[src/rtl/lbe_pkg.sv]
package lbe_pkg;

  typedef enum logic [2:0] {
    OP_CMD     = 3'd0,
    OP_DATA    = 3'd1,
    OP_READ    = 3'd2,
    OP_TIMING  = 3'd3,
    OP_CYCLE   = 3'd4,
    OP_MODE    = 3'd5,
    OP_PIXCNT  = 3'd6,
    OP_CONTROL = 3'd7
  } hostOp_e;

  // strobes from the sequencer to the pin datapath
  typedef struct packed {
    logic csAct;
    logic weAct;
    logic reAct;
    logic oeAct;
    logic load;
    logic sample;
    logic publish;
  } busStrobe_t;

  typedef struct packed {
    logic [3:0] csOn;
    logic [5:0] csOff;
    logic [3:0] weOn;
    logic [5:0] weOff;
    logic [3:0] reOn;
    logic [5:0] reOff;
    logic [5:0] weCyc;
    logic [5:0] reCyc;
    logic [5:0] accT;
  } busTiming_t;

  localparam busTiming_t TIMING_RST = '{
    csOn: 4'd0, csOff: 6'd3, weOn: 4'd1, weOff: 6'd2,
    reOn: 4'd1, reOff: 6'd2, weCyc: 6'd3, reCyc: 6'd3, accT: 6'd2};

endpackage

[src/rtl/lbe_ticker.sv]
module lbe_ticker (
  input  logic clk,
  input  logic rstN,
  input  logic restart,
  input  logic div2,
  output logic tickEn,
  output logic firstPhase
);

  logic presc;

  always_ff @(posedge clk) begin
    if (!rstN)                presc <= 1'b0;
    else if (restart || !div2) presc <= 1'b0;
    else                      presc <= ~presc;
  end

  assign tickEn     = !div2 || presc;
  assign firstPhase = !presc;

  // with divide-by-two no two consecutive clocks both end a tick
  a_r4_tick_spacing: assert property (@(posedge clk) disable iff (!rstN)
    (div2 && $past(div2) && $past(tickEn)) |-> !tickEn);

endmodule

[src/rtl/lbe_ctrl.sv]
module lbe_ctrl
  import lbe_pkg::*;
#(
  parameter int CNT_W = 20
) (
  input  logic             clk,
  input  logic             rstN,
  input  logic             hostValid,
  output logic             hostReady,
  input  logic [2:0]       hostOp,
  input  logic [31:0]      hostData,
  input  logic             pixValid,
  output logic             pixReady,
  input  logic [15:0]      pixData,
  input  logic             tickEn,
  input  logic             firstPhase,
  output logic             restart,
  output busStrobe_t       stb,
  output logic [15:0]      word,
  output logic             rsLine,
  output logic             width16,
  output logic             div2,
  output logic             busy,
  output logic             frameDone
);

  localparam int TCNT_W = 6;

  busTiming_t          tim;
  logic                active, isRead, curRs, streamOn;
  logic [TCNT_W-1:0]   tcnt;
  logic [TCNT_W:0]     tNext;
  logic [TCNT_W-1:0]   cycLen;
  logic [CNT_W-1:0]    pixTotal, pixLeft;
  logic                isCtl, idle, hostFire, hostBus, pixFire, start, endNow;
  logic                unusedHostBits;

  assign unusedHostBits = ^{hostData[31:30], hostData[21:18], hostData[3:2], hostData[5]};

  assign isCtl     = (hostOp == OP_CONTROL);
  assign idle      = !active && !streamOn;
  assign hostReady = isCtl || idle;
  assign hostFire  = hostValid && hostReady;
  assign hostBus   = hostFire && (hostOp == OP_CMD || hostOp == OP_DATA || hostOp == OP_READ);
  assign pixReady  = streamOn && !active && (pixLeft != '0);
  assign pixFire   = pixReady && pixValid;
  assign start     = pixFire || hostBus;
  assign restart   = start;

  assign cycLen = isRead ? tim.reCyc : tim.weCyc;
  assign tNext  = {1'b0, tcnt} + 7'd1;
  assign endNow = active && tickEn && (tNext >= {1'b0, cycLen});

  // tick-window decode of every strobe
  always_comb begin
    stb.csAct   = active && (tcnt >= {2'b0, tim.csOn}) && (tcnt < tim.csOff);
    stb.weAct   = active && !isRead && (tcnt >= {2'b0, tim.weOn}) && (tcnt < tim.weOff);
    stb.reAct   = active && isRead && (tcnt >= {2'b0, tim.reOn}) && (tcnt < tim.reOff);
    stb.oeAct   = active && !isRead;
    stb.load    = start;
    stb.sample  = active && isRead && (tcnt == tim.accT) && firstPhase;
    stb.publish = endNow && isRead;
  end

  assign word   = pixFire ? pixData : hostData[15:0];
  assign rsLine = curRs;
  assign busy   = active;

  always_ff @(posedge clk) begin
    if (!rstN) begin
      active    <= 1'b0;
      isRead    <= 1'b0;
      curRs     <= 1'b1;
      tcnt      <= '0;
      tim       <= TIMING_RST;
      div2      <= 1'b0;
      width16   <= 1'b1;
      pixTotal  <= '0;
      pixLeft   <= '0;
      streamOn  <= 1'b0;
      frameDone <= 1'b0;
    end else begin
      frameDone <= 1'b0;

      if (start) begin
        active <= 1'b1;
        tcnt   <= '0;
        isRead <= !pixFire && (hostOp == OP_READ);
        curRs  <= pixFire || (hostOp != OP_CMD);
      end else if (endNow) begin
        active <= 1'b0;
      end else if (active && tickEn) begin
        tcnt <= tNext[TCNT_W-1:0];
      end

      if (pixFire) pixLeft <= pixLeft - 1'b1;

      if (streamOn && (pixLeft == '0) && !active && !(hostFire && isCtl)) begin
        streamOn  <= 1'b0;
        frameDone <= 1'b1;
      end

      if (hostFire) begin
        unique case (hostOp)
          OP_TIMING: begin
            tim.csOn  <= hostData[3:0];
            tim.csOff <= hostData[9:4];
            tim.weOn  <= hostData[13:10];
            tim.weOff <= hostData[19:14];
            tim.reOn  <= hostData[23:20];
            tim.reOff <= hostData[29:24];
          end
          OP_CYCLE: begin
            tim.weCyc <= hostData[5:0];
            tim.reCyc <= hostData[11:6];
            tim.accT  <= hostData[27:22];
          end
          OP_MODE: begin
            if (hostData[1:0] == 2'd1 || hostData[1:0] == 2'd2) begin
              div2    <= (hostData[1:0] == 2'd2);
              width16 <= hostData[4];
            end
          end
          OP_PIXCNT: pixTotal <= hostData[CNT_W-1:0];
          OP_CONTROL: begin
            if (!hostData[0]) begin
              streamOn <= 1'b0;
            end else if (hostData[1]) begin
              streamOn <= 1'b1;
              pixLeft  <= pixTotal;
            end
          end
          default: ;
        endcase
      end
    end
  end

  // select line constant while one cycle runs
  a_r2_rs_stable: assert property (@(posedge clk) disable iff (!rstN)
    (active && $past(active)) |-> $stable(curRs));

  // done pulse only once the sequencer and stream are quiet
  a_r10_done_quiet: assert property (@(posedge clk) disable iff (!rstN)
    frameDone |-> (!active && !streamOn));

  // no bus-starting operation is accepted mid-cycle
  a_r9_hold_off: assert property (@(posedge clk) disable iff (!rstN)
    (active && hostValid && hostReady) |=> $stable(isRead));

endmodule

[src/rtl/lbe_datapath.sv]
module lbe_datapath
  import lbe_pkg::*;
(
  input  logic        clk,
  input  logic        rstN,
  input  busStrobe_t  stb,
  input  logic [15:0] word,
  input  logic        width16,
  input  logic        rsLine,
  input  logic [15:0] busIn,
  output logic        csN,
  output logic        weN,
  output logic        reN,
  output logic        rsOut,
  output logic [15:0] busOut,
  output logic        busOe,
  output logic [15:0] readData
);

  logic [15:0] wordReg, capReg, inWord;

  assign inWord = width16 ? busIn : {8'h00, busIn[7:0]};

  always_ff @(posedge clk) begin
    if (!rstN) begin
      csN      <= 1'b1;
      weN      <= 1'b1;
      reN      <= 1'b1;
      rsOut    <= 1'b1;
      busOe    <= 1'b0;
      busOut   <= '0;
      wordReg  <= '0;
      capReg   <= '0;
      readData <= '0;
    end else begin
      csN    <= !stb.csAct;
      weN    <= !stb.weAct;
      reN    <= !stb.reAct;
      busOe  <= stb.oeAct;
      rsOut  <= rsLine;
      busOut <= width16 ? wordReg : {8'h00, wordReg[7:0]};
      if (stb.load)    wordReg  <= word;
      if (stb.sample)  capReg   <= inWord;
      if (stb.publish) readData <= stb.sample ? inWord : capReg;
    end
  end

  // never drive the bus while the read strobe is low
  a_r3_no_drive_on_read: assert property (@(posedge clk) disable iff (!rstN)
    !reN |-> !busOe);

endmodule

[src/rtl/lcd_bus_engine.sv]
module lcd_bus_engine
  import lbe_pkg::*;
#(
  parameter int CNT_W = 20
) (
  input  logic        clk,
  input  logic        rstN,
  input  logic        hostValid,
  output logic        hostReady,
  input  logic [2:0]  hostOp,
  input  logic [31:0] hostData,
  input  logic        pixValid,
  output logic        pixReady,
  input  logic [15:0] pixData,
  output logic        csN,
  output logic        weN,
  output logic        reN,
  output logic        rsOut,
  output logic [15:0] busOut,
  output logic        busOe,
  input  logic [15:0] busIn,
  output logic [15:0] readData,
  output logic        busy,
  output logic        frameDone
);

  busStrobe_t  stb;
  logic [15:0] word;
  logic        rsLine, width16, div2, tickEn, firstPhase, restart;

  lbe_ticker ticker_i (
    .clk(clk), .rstN(rstN), .restart(restart), .div2(div2),
    .tickEn(tickEn), .firstPhase(firstPhase));

  lbe_ctrl #(.CNT_W(CNT_W)) ctrl_i (
    .clk(clk), .rstN(rstN), .hostValid(hostValid), .hostReady(hostReady),
    .hostOp(hostOp), .hostData(hostData), .pixValid(pixValid),
    .pixReady(pixReady), .pixData(pixData), .tickEn(tickEn),
    .firstPhase(firstPhase), .restart(restart), .stb(stb), .word(word),
    .rsLine(rsLine), .width16(width16), .div2(div2), .busy(busy),
    .frameDone(frameDone));

  lbe_datapath datapath_i (
    .clk(clk), .rstN(rstN), .stb(stb), .word(word), .width16(width16),
    .rsLine(rsLine), .busIn(busIn), .csN(csN), .weN(weN), .reN(reN),
    .rsOut(rsOut), .busOut(busOut), .busOe(busOe), .readData(readData));

  // two idle clocks leave every strobe released and the bus undriven
  a_r1_idle_pins: assert property (@(posedge clk) disable iff (!rstN)
    (!busy && !$past(busy)) |-> (csN && weN && reN && !busOe));

endmodule

[config.mk]
export PLATFORM = sky130hd
export DESIGN_NAME = lcd_bus_engine
export DESIGN_NICKNAME = d
export VERILOG_FILES = /design/src/rtl/lbe_pkg.sv /design/src/rtl/lbe_ticker.sv /design/src/rtl/lbe_ctrl.sv /design/src/rtl/lbe_datapath.sv /design/src/rtl/lcd_bus_engine.sv
export SDC_FILE = /design/constraint.sdc
export NUM_CORES = 1
export LEC_CHECK = 0
export BUFFER_PORTS_ARGS = -buffer_cell sky130_fd_sc_hd__buf_2
export CAP_MARGIN = 20
export CORE_MARGIN = 5
export CORE_UTILIZATION = 42
export CTS_CLUSTER_SIZE = 24
export DETAILED_ROUTE_END_ITERATION = 10
export PLACE_DENSITY = 0.71
export RECOVER_POWER = 100
export SYNTH_ARGS = -nofsm -noshare
export SYNTH_HDL_FRONTEND = slang
export SYNTH_SLANG_ARGS = --single-unit
[constraint.sdc]
create_clock -name clk -period 5.2 [get_ports clk]
set_clock_uncertainty 0.15 [all_clocks]
set_input_delay 0.52 -clock clk [delete_from_list [all_inputs] [get_ports clk]]
set_output_delay 0.52 -clock clk [all_outputs]
set_load 0.01 [all_outputs]
==> flow_summary_export.csv, run 1 <==
group,metric,value,unit
power,ir_drop,0.000272,V
die,die-area,20800,µm²
placed_design,dp_hpwl,13200,µm
yosys,synth_edf_count,0,
placed_design,globalplace.congestion,0.876,
clocking,htree_levels,4,
clocking,cts_buffer_depth,2,
yosys,synth_compound_gate_area_share,16.8,%
yosys,synthAdderAreaFrac,5.97,%
hold_path,min_to,"ctrl_i.tim[24]",
critical_path,end_kind,"register",
critical_path,worstReg2RegStart,"ctrl_i.pixLeft[0]",
power,static-leakage-power,3.74,nW
sta,period_needed,4170,ps
sta,final.setup.tns,0,ps
placed_design,port_buffers,109,
clocking,clkLatencyLatePin,430,ps
routing,first_pass_iters,5,
placed_design,pre_cts_ws,1790,ps
sta,final_max_slew_viol_count,64,
clocking,cts_tree,"done",
sta,hold_viol,0,
global_route,gr-usage-all-layers,19.0,%
critical_path,rrSetupSlack,1030,ps
global_route,overflow,0,
layout,diodes,0,
yosys,synth_seq_cells,171,
yosys,syn_area_per_cell,8.64,µm²
power,power_frac_clock,45.2,%
layout,area_growth,16.5,%
routing,finalWirelength,19700,µm
critical_path,ff2ff_path_depth,7,
die,rows,49,
critical_path,timing.rr.end,"ctrl_i.tcnt[1]",
power,p_sw,683,µW
hold_path,hold_path_depth,3,
critical_path,critPathRequiredTime,5370,ps
job,maxCapViolCount,1,
critical_path,critPathLaunchType,"register",
global_route,grt_max_degree,64,
power,combPwrFrac,7.2,%
routing,drc,0,
yosys,seq_area_frac_synth,45.3,%
clocking,post_cts_buffers,0,
layout,final_cell_mix,"dfxtp_1 (171), nand2_1 (150), a21oi_1 (95), buf_2 (67), nor2_1 (53)",
die,core_area,17800,µm²
power,internal-power,2.17,mW
yosys,synth_xor_area_share,2.55,%
yosys,synth-simple-area-share,19.4,%
layout,layout-drive-gt1-share,12.0,%
die,dieWidth,144,µm
critical_path,criticalPathCategory,"reg -> reg",
sta,maxSlewHeadroom,-94.1,%
routing,wl_per_cell,16.3,µm
die,io_pins,112,
sta,tightest_slew,2910,ps
clocking,post_cts_resized,0,
clocking,root_buffer,"clkbuf_16",
clocking,cts_buffers,17,
sta,rsz0062_at_grt,"false",
power,seqPwrFrac,47.6,%
yosys,synth_top_family_by_area,"simple AND/OR/NAND/NOR gates",
critical_path,critPathArrivalTime,4340,ps
yosys,synth_cells,874,
routing,ant_nets,0,
sta,finalSetupViolations,0,
power,switching_share,23.9,%
global_route,grt_pass1_vias,6296,
sta,timing.final.ws_setup,1030,ps
yosys,synth_nets,981,
sta,clock.fmax,240,MHz
critical_path,worstPathMaxFanout,39,
clocking,holdBufCountCts,0,
yosys,synth_area,7550,µm²
die,die_y,144,µm
yosys,synth_ff_type,"dfxtp_1",
hold_path,hold_class,"in -> reg",
yosys,synthMuxAreaShare,5.45,%
layout,fin_nets,1069,
routing,drt_iter0_drc,455,
hold_path,hp-start,"hostData[20]",
sta,period_share,80.1,%
yosys,synth_warnings,0,
power,power_density,324,nW/µm²
routing,via_count,6476,
global_route,antenna_found_initial,0,
clocking,cts.sinks,171,
global_route,grt_pass1_wl,31500,µm
outcome,failed_checks,"capacitance limit, slew limit",
yosys,synth_cell_types,53,
die,start_util,42.3,%
clocking,path_clk_slew,70,ps
routing,vias_per_cell,5.38,
yosys,async_reset_ff_share,0,%
outcome,outcome,"finished, violations left",
layout,layout_commonest_cell,"dfxtp_1",
-- power groups by stage --
stage | registers, mW | clock network, mW | logic [mW]
final | 1.36 | 1.29 | 0.206
after global routing | 1.36 | 1.38 | 0.228
after CTS | 1.36 | 1.31 | 0.207
after detailed placement | 1.39 | 0 | 0.206
after global placement | 1.38 | 0 | 0.204
after floorplan | 1.38 | 0 | 0.127
-- synthesized netlist by cell type (19+ instances only) --
cell type	instances	share of area (%)
a21oi_1	95	6.3
mux2i_1	40	5.3
nand2_1	150	7.5
ha_1	36	6.0
nor2_1	54	2.7
o21ai_0	19	1.3
nand3_1	23	1.5
a211oi_1	27	2.7
clkbuf_1	42	2.1
dfxtp_1	171	45
inv_1	33	1.6
o31ai_1	21	2.1
-- how the worst max path moves through the flow --
| stage | from | to | slack, ps | depth (start not counted) |
|---|---|---|---|---|
| 2_1_floorplan | ctrl_i.tcnt[2] | datapath_i.readData[12] | 2250 | 10 |
| 3_3_place_gp | ctrl_i.tcnt[1] | datapath_i.readData[3] | 1750 | 8 |
| 3_5_place_dp | ctrl_i.tcnt[1] | ctrl_i.tcnt[3] | 1790 | 9 |
| 4_1_cts | ctrl_i.tcnt[1] | ctrl_i.tcnt[3] | 1780 | 9 |
| 5_1_grt | ctrl_i.pixLeft[0] | ctrl_i.tcnt[1] | 770 | 7 |
| 6_report | ctrl_i.pixLeft[0] | ctrl_i.tcnt[1] | 1030 | 7 |
-- registers in the layout, summed over array words and instances (netlist names), 6 cells and up --
| name | cells |
|---|---|
| datapath_i.readData | 16 |
| ctrl_i.pixLeft | 20 |
| ctrl_i.tim | 48 |
| ctrl_i.tcnt | 6 |
| datapath_i.capReg | 16 |
| datapath_i.busOut | 16 |
| ctrl_i.pixTotal | 20 |
| datapath_i.wordReg | 16 |
-- worst max-delay path, stage by stage, from the launching register on --
cell	delay, ps
dfxtp_1	320
inv_1	80
ha_1	220
nor4b_1	1070
and3_1	380
a21bo_1	930
nand3_1	530
a21oi_1	350
-- kinds of logic (layout without fill, tap and decap cells) --
logic type	count (synthesis)	count (layout)
compound gates	205	205
xor+xnor	22	22
fa+ha+maj	36	36
buf+inv	86	187
flops	171	171
mux	41	41
simple gates	313	313
-- through the flow --
step | hold WS, ps | cells | instance area, µm² | total power [mW] | util (%)
2_1_floorplan | 242 | 874 | 7550 | 1.51 | -
3_3_place_gp | 265 | 1169 | 8240 | 1.59 | 46.2
3_5_place_dp | 272 | 1171 | 8270 | 1.59 | 46.3
4_1_cts | 171 | 1203 | 8870 | 2.88 | 49.7
5_1_grt | 179 | 1204 | 8800 | 2.96 | 49.3
6_report | 175 | 1204 | 8800 | 2.85 | 49.3
-- metal layers --
layer	share of wire, %	wire length [µm]	global-route usage [%]
met1	44	8640	24.6
met2	48	9440	31.0
met3	5.6	1090	4.27
met4	2.6	508	7.63
met5	0	0	0
-- area by class of cell --
class	instances	area (µm²)
sequential	171	3420
clock buffer	20	467
inverter	34	129
tap	229	287
multi-input combinational	617	3780
fill	1746	9040
timing repair buffer	121	576
clock inverter	12	136
Power figures use the tool's default switching activity.
==> inputs of run 2 (changes only) <==
--- a/config.mk
+++ b/config.mk
@@ -5,13 +5,14 @@
 export SDC_FILE = /design/constraint.sdc
 export NUM_CORES = 1
 export LEC_CHECK = 0
+export ABC_AREA = 1
 export BUFFER_PORTS_ARGS = -buffer_cell sky130_fd_sc_hd__buf_2
 export CAP_MARGIN = 20
 export CORE_MARGIN = 5
 export CORE_UTILIZATION = 42
 export CTS_CLUSTER_SIZE = 24
 export DETAILED_ROUTE_END_ITERATION = 10
-export PLACE_DENSITY = 0.71
+export PLACE_DENSITY = 0.73
 export RECOVER_POWER = 100
 export SYNTH_ARGS = -nofsm -noshare
 export SYNTH_HDL_FRONTEND = slang
==> constraint.sdc (replaced) <==
create_clock -name clk -period 3.45 [get_ports clk]
set_clock_uncertainty 0.15 [all_clocks]
set_input_delay 0.345 -clock clk [delete_from_list [all_inputs] [get_ports clk]]
set_output_delay 0.345 -clock clk [all_outputs]
set_load 0.01 [all_outputs]
==> run 2 against run 1 <==
  * The run still ends with capacitance limit, slew limit left
  * Register-to-register slack worse by 610 ps
  * Routed wire length is 8.7% higher
  * First-iteration DRC count is 13% lower
  * Sequential share of layout area is 2.8 points lower
  * Cell area is 7.8% higher
  * Die area is 8.9% higher
  * Utilization is 0.57 points lower
  * Worst setup slack worse by 610 ps
  * Critical path type unchanged
  * Critical endpoint is now datapath_i.readData[4]
  * Highest routed layer unchanged
==> flow_summary_export.csv, run 2 <==
group,metric,value,unit
outcome,outcome,"finished, violations left",
outcome,failed_checks,"capacitance limit, slew limit",
routing,wl_per_cell,14.3,µm
yosys,synth_area,8270,µm²
critical_path,max_stage_delay,650,ps
routing,finalWirelength,21400,µm
global_route,grt_max_degree,68,
yosys,synth_cells,1122,
sta,hold_slack,9.56,ps
global_route,grt_pass1_vias,7026,
hold_path,hold_class,"in -> reg",
yosys,yosys.area.top_type,"dfxtp_1",
yosys,synth_ff_type,"dfxtp_1",
routing,first_pass_iters,7,
die,rows,51,
sta,final_max_slew_viol_count,47,
critical_path,worstPathMaxFanout,32,
routing,via_count,7353,
layout,final_cell_mix,"nand2_1 (242), inv_1 (184), dfxtp_1 (171), o21ai_0 (98), nor2_1 (95)",
layout,layout-drive-gt1-share,12.9,%
placed_design,port_buffers,109,
yosys,async_reset_ff_share,0,%
die,io_pins,112,
routing,drc,0,
layout,layout_commonest_cell,"nand2_1",
yosys,synth_nets,1229,
clocking,htree_levels,4,
layout,area_growth,14.6,%
power,total_power,4.52,mW
sta,final.setup.tns,0,ps
die,start_util,42.5,%
placed_design,pre_cts_ws,572,ps
yosys,synth.top_cell.area_share,41.4,%
die,core_area,19500,µm²
global_route,overflow,0,
clocking,clkLatencyLatePin,430,ps
die,die-area,22600,µm²
die,die_y,150,µm
clocking,root_buffer,"clkbuf_16",
layout,reg_top3,"ctrl_i.tim x48, ctrl_i.pixLeft x20, ctrl_i.pixTotal x20",
power,ir_drop,0.000392,V
yosys,synth_cell_types,43,
clocking,cts_tree,"done",
critical_path,crit_slowest_cell,"dfxtp_1",
die,dieWidth,150,µm
job,maxCapViolCount,1,
yosys,synth_warnings,0,
yosys,seq_area_frac_synth,41.4,%
critical_path,criticalPathCategory,"reg -> reg",
critical_path,critPathArrivalTime,3190,ps
yosys,synth_edf_count,0,
global_route,antenna_found_initial,1,
sta,finalSetupViolations,0,
clocking,path_clk_slew,70,ps
sta,rsz0062_at_grt,"false",
routing,vias_per_cell,4.92,
power,static-leakage-power,4.35,nW
yosys,yosysMostFrequentCell,"nand2_1",
critical_path,cp_cell_sequence,"ha_1 > nand3_1 > xor2_1 > inv_1 > ha_1 > a21oi_1 > o211ai_1 > inv_1 > nand3_1 > nand3_4 > o21ai_0 > nor2_2",
yosys,syn_area_per_cell,7.37,µm²
placed_design,globalplace.congestion,0.889,
critical_path,critPathLaunchType,"register",
global_route,grt_pass1_wl,34500,µm
layout,largest_register,"ctrl_i.tim",
clocking,cts_buffer_depth,2,
power,power_density,477,nW/µm²
placed_design,dp_hpwl,15500,µm
clocking,cts.sinks,171,
routing,ant_nets,0,
layout,fin_nets,1321,
critical_path,end_kind,"register",
sta,timing.final.ws_setup,426,ps
sta,clock.fmax,331,MHz
critical_path,critPathRequiredTime,3620,ps
yosys,synth_seq_cells,171,
sta,maxSlewHeadroom,-34.8,%
sta,hold_viol,0,
yosys,ys_top_cells_by_count,"nand2_1 (241), inv_1 (180), dfxtp_1 (171)",
global_route,gr-usage-all-layers,19.3,%
yosys,ys_top_cells_by_area,"dfxtp_1 (41%), nand2_1 (11%), inv_1 (8.2%), ha_1 (5.4%), a21oi_1 (5.3%)",
sta,tightest_slew,2020,ps
clocking,cts_buffers,17,
layout,largest_reg_flops,48,
sta,period_share,87.7,%
routing,drt_iter0_drc,398,
sta,period_needed,3020,ps
clocking,post_cts_buffers,0,
-- run 2: layout make-up --
class                           count  area (µm²)
Antenna cell                        3        7.51
Clock buffer                       19         443
Clock inverter                     13         189
Fill cell                        1928        9980
Inverter                          195         734
Multi-Input combinational cell    710        3790
Sequential cell                   171        3420
Tap cell                          265         332
Timing Repair Buffer              119         567
-- run 2: what timing repair did --
| action | CTS | global route |
|---|---|---|
| setup endpoints to repair | 0 | 0 |
| hold buffers | 2 | 0 |
| hold endpoints to repair | 2 | 0 |
| gates resized for setup | 0 | 0 |
-- run 2: logic make-up (layout without fill, tap and decap cells) --
group                      count (synthesis)  count (layout)  synth area share (%)
DFF                                      171             171                  41.4
buffers and inverters                    241             346                  12.4
AOI/OAI and AO/OA                        232             232                  15.8
adders and majority gates                 36              36                  5.44
muxes                                      1               1                 0.121
and+or+nand+nor                          426             426                  23.3
other                                      0               3                     0
xor gates and xnor gates                  15              15                  1.59
-- run 2: final timing paths --
kind         depth (start not counted)             startpoint                      to  slack, ps
max                                 12         ctrl_i.tcnt[1]  datapath_i.readData[4]        430
min                                  3           hostData[25]          ctrl_i.tim[19]         10
max reg2reg                         12         ctrl_i.tcnt[1]  datapath_i.readData[4]        430
min reg2reg                          2  datapath_i.wordReg[4]    datapath_i.busOut[4]        270
-- run 2: layer usage --
metal | vias to the layer above | global-route usage [%] | part of all wire, %
met5 | - | 0 | 0
met4 | 0 | 9.24 | 4.0
met3 | 51 | 3.79 | 4.2
met2 | 186 | 32.8 | 48
met1 | 3388 | 23.3 | 44
li1 | 3728 | - | -
-- run 2: worst max-delay path, delay by kind of cell, from the launching register on --
| family | cells | cell delay, ps |
|---|---|---|
| flops | 1 | 650 |
| simple gates | 4 | 600 |
| fa+ha+maj | 2 | 600 |
| compound gates | 3 | 570 |
| xor+xnor | 1 | 170 |
| buf+inv | 2 | 160 |
-- run 2: power by group --
group	leakage, nW	internal (mW)	switching [mW]
Clock	0.304	1.24	0.816
Sequential	1.39	2.03	0.0321
Combinational	2.66	0.145	0.265
Total	4.35	3.41	1.11
-- run 2: per-stage QoR --
step	utilization, %	cells	instance area [µm²]
2_1_floorplan	-	1122	8270
3_3_place_gp	45.9	1458	8930
3_5_place_dp	45.9	1458	8930
4_1_cts	49.2	1492	9580
5_1_grt	48.7	1493	9480
6_report	48.7	1495	9480
==> inputs of run 3 (changes only) <==
--- a/config.mk
+++ b/config.mk
@@ -8,11 +8,13 @@
 export ABC_AREA = 1
 export BUFFER_PORTS_ARGS = -buffer_cell sky130_fd_sc_hd__buf_2
 export CAP_MARGIN = 20
+export CELL_PAD_IN_SITES_DETAIL_PLACEMENT = 0
+export CELL_PAD_IN_SITES_GLOBAL_PLACEMENT = 1
 export CORE_MARGIN = 5
-export CORE_UTILIZATION = 42
+export CORE_UTILIZATION = 38
 export CTS_CLUSTER_SIZE = 24
 export DETAILED_ROUTE_END_ITERATION = 10
-export PLACE_DENSITY = 0.73
+export PLACE_DENSITY = 0.85
 export RECOVER_POWER = 100
 export SYNTH_ARGS = -nofsm -noshare
 export SYNTH_HDL_FRONTEND = slang
==> run 3 against run 2 <==
  * Sequential share of layout area rose by 0.35 points
  * The flow still finishes with violations (capacitance limit, slew limit)
  * Critical path type unchanged
  * Maximum frequency decreased by 0.92%
  * Utilization fell by 5.3 points
  * Worst hold slack improved by 8.5 ps
  * Register-to-register slack lost 30 ps
  * Global-route usage decreased by 1.7 points
  * Sequential power barely moved
  * Largest cell class unchanged
  * Final cell count rose by 0.74%
==> flow_summary_export.csv, run 3 (synthesized netlist as in run 2, its figures left out) <==
group,metric,value,unit
layout,fin_nets,1320,
global_route,overflow,0,
critical_path,critPathArrivalTime,3240,ps
routing,wl_per_cell,14.5,µm
global_route,grt_pass1_vias,6533,
layout,fin_util,43.4,%
routing,drt_iter0_drc,447,
sta,timing.final.ws_setup,398,ps
routing,vias_per_cell,4.70,
clocking,post_cts_buffers,0,
sta,maxSlewHeadroom,-51.2,%
die,start_util,38.3,%
sta,clock.fmax,328,MHz
critical_path,criticalPathCategory,"reg -> reg",
clocking,root_buffer,"clkbuf_16",
critical_path,end_kind,"register",
routing,wl_met3,865,µm
placed_design,dp_hpwl,16000,µm
layout,final_cell_mix,"nand2_1 (246), inv_1 (182), dfxtp_1 (171), o21ai_0 (103), nor2_1 (95)",
clocking,holdBufCountCts,2,
placed_design,dpl_cell_area,8940,µm²
routing,finalWirelength,21900,µm
critical_path,critPathLaunchType,"register",
placed_design,globalplace.congestion,0.828,
sta,final_max_slew_viol_count,113,
layout,design_area,9390,µm²
clocking,path_clk_slew,70,ps
routing,drc,0,
clocking,cts_buffers,17,
routing,ant_nets,0,
die,dieWidth,158,µm
clocking,post_cts_resized,0,
global_route,gr-usage-all-layers,17.5,%
clocking,htree_levels,4,
sta,period_needed,3050,ps
routing,via_count,7073,
die,core_area,21600,µm²
die,io_pins,112,
outcome,outcome,"finished, violations left",
sta,final.setup.tns,0,ps
global_route,grt_pass1_wl,34100,µm
sta,period_share,88.5,%
hold_path,hold_class,"in -> reg",
critical_path,worstPathMaxFanout,18,
routing,top_layer,"met4",
layout,area_growth,13.5,%
sta,tightest_slew,2270,ps
sta,rsz0062_at_grt,"false",
die,die_y,158,µm
placed_design,pre_cts_ws,574,ps
clocking,cts_buffer_depth,2,
routing,wl_met2,10600,µm
routing,first_pass_iters,5,
placed_design,port_buffers,109,
layout,largest_reg_flops,48,
layout,diodes,0,
outcome,failed_checks,"capacitance limit, slew limit",
power,total_power,4.48,mW
die,die-area,24800,µm²
critical_path,critPathRequiredTime,3640,ps
global_route,grt_max_degree,60,
clocking,cts.sinks,171,
job,maxCapViolCount,2,
layout,reg_top3,"ctrl_i.tim x48, ctrl_i.pixLeft x20, ctrl_i.pixTotal x20",
die,rows,54,
layout,largest_register,"ctrl_i.tim",
clocking,cts_tree,"done",
layout,layout_commonest_cell,"nand2_1",
layout,layout-drive-gt1-share,11.5,%
global_route,antenna_found_initial,0,
sta,hold_viol,0,
sta,finalSetupViolations,0,
power,ir_drop,0.000366,V
routing,route.layer.met1.wl,10000,µm
power,static-leakage-power,4.31,nW
power,power_density,477,nW/µm²
clocking,clkLatencyLatePin,430,ps
-- run 3: cell types whose count changed in the layout (fill, tap and decap cells not counted), moves of 3 or more --
cell,delta
clkbuf_8,+3
diode_2,-3
inv_6,-3
nand2_1,+4
nand2_2,-3
o211ai_1,+4
o211ai_2,-4
o21ai_0,+5
o21ai_2,-5
-- run 3: worst paths after layout --
| kind | start | endpoint | slack [ps] | cells past startpoint |
|---|---|---|---|---|
| min | hostData[23] | ctrl_i.tim[1] | 20 | 3 |
| max | ctrl_i.pixLeft[0] | datapath_i.wordReg[10] | 400 | 10 |
| max reg2reg | ctrl_i.pixLeft[0] | datapath_i.wordReg[10] | 400 | 10 |
| min reg2reg | ctrl_i.rsLine | datapath_i.rsOut | 270 | 2 |
-- run 3: power by group --
| part | leakage [nW] | switching, mW | internal, mW | total, mW |
|---|---|---|---|---|
| clock network | 0.306 | 0.804 | 1.22 | 2.02 |
| registers | 1.39 | 0.0317 | 2.03 | 2.06 |
| logic | 2.62 | 0.260 | 0.142 | 0.401 |
| total | 4.31 | 1.10 | 3.39 | 4.48 |
-- run 3: cell type report --
class	instances	area, µm²
clock inverter	10	139
fill	2318	12200
timing repair buffer	118	554
sequential	171	3420
inverter	195	737
tap	280	350
clock buffer	22	484
multi-input combinational	710	3700
-- run 3: layer usage --
metal	global-route usage, %	vias up
li1	-	3723
met1	23.0	3217
met2	29.5	111
met3	3.57	22
met4	4.67	0
met5	0	-
-- run 3: critical path: stages (launching register included) --
cell     delay [ps]
dfxtp_1         320
inv_1            90
ha_1            240
nand2_1          80
nor2_1          250
nand3_1         220
nand3_1         640
nand2_4         130
inv_4           210
nand2_1         300
o21ai_0         330
-- run 3: per-stage QoR --
stage,hold slack [ps],std cells
final,18.0,1506
after global routing,14.2,1506
after CTS,4.50,1506
after detailed placement,251,1472
after global placement,249,1472
after floorplan,239,1122
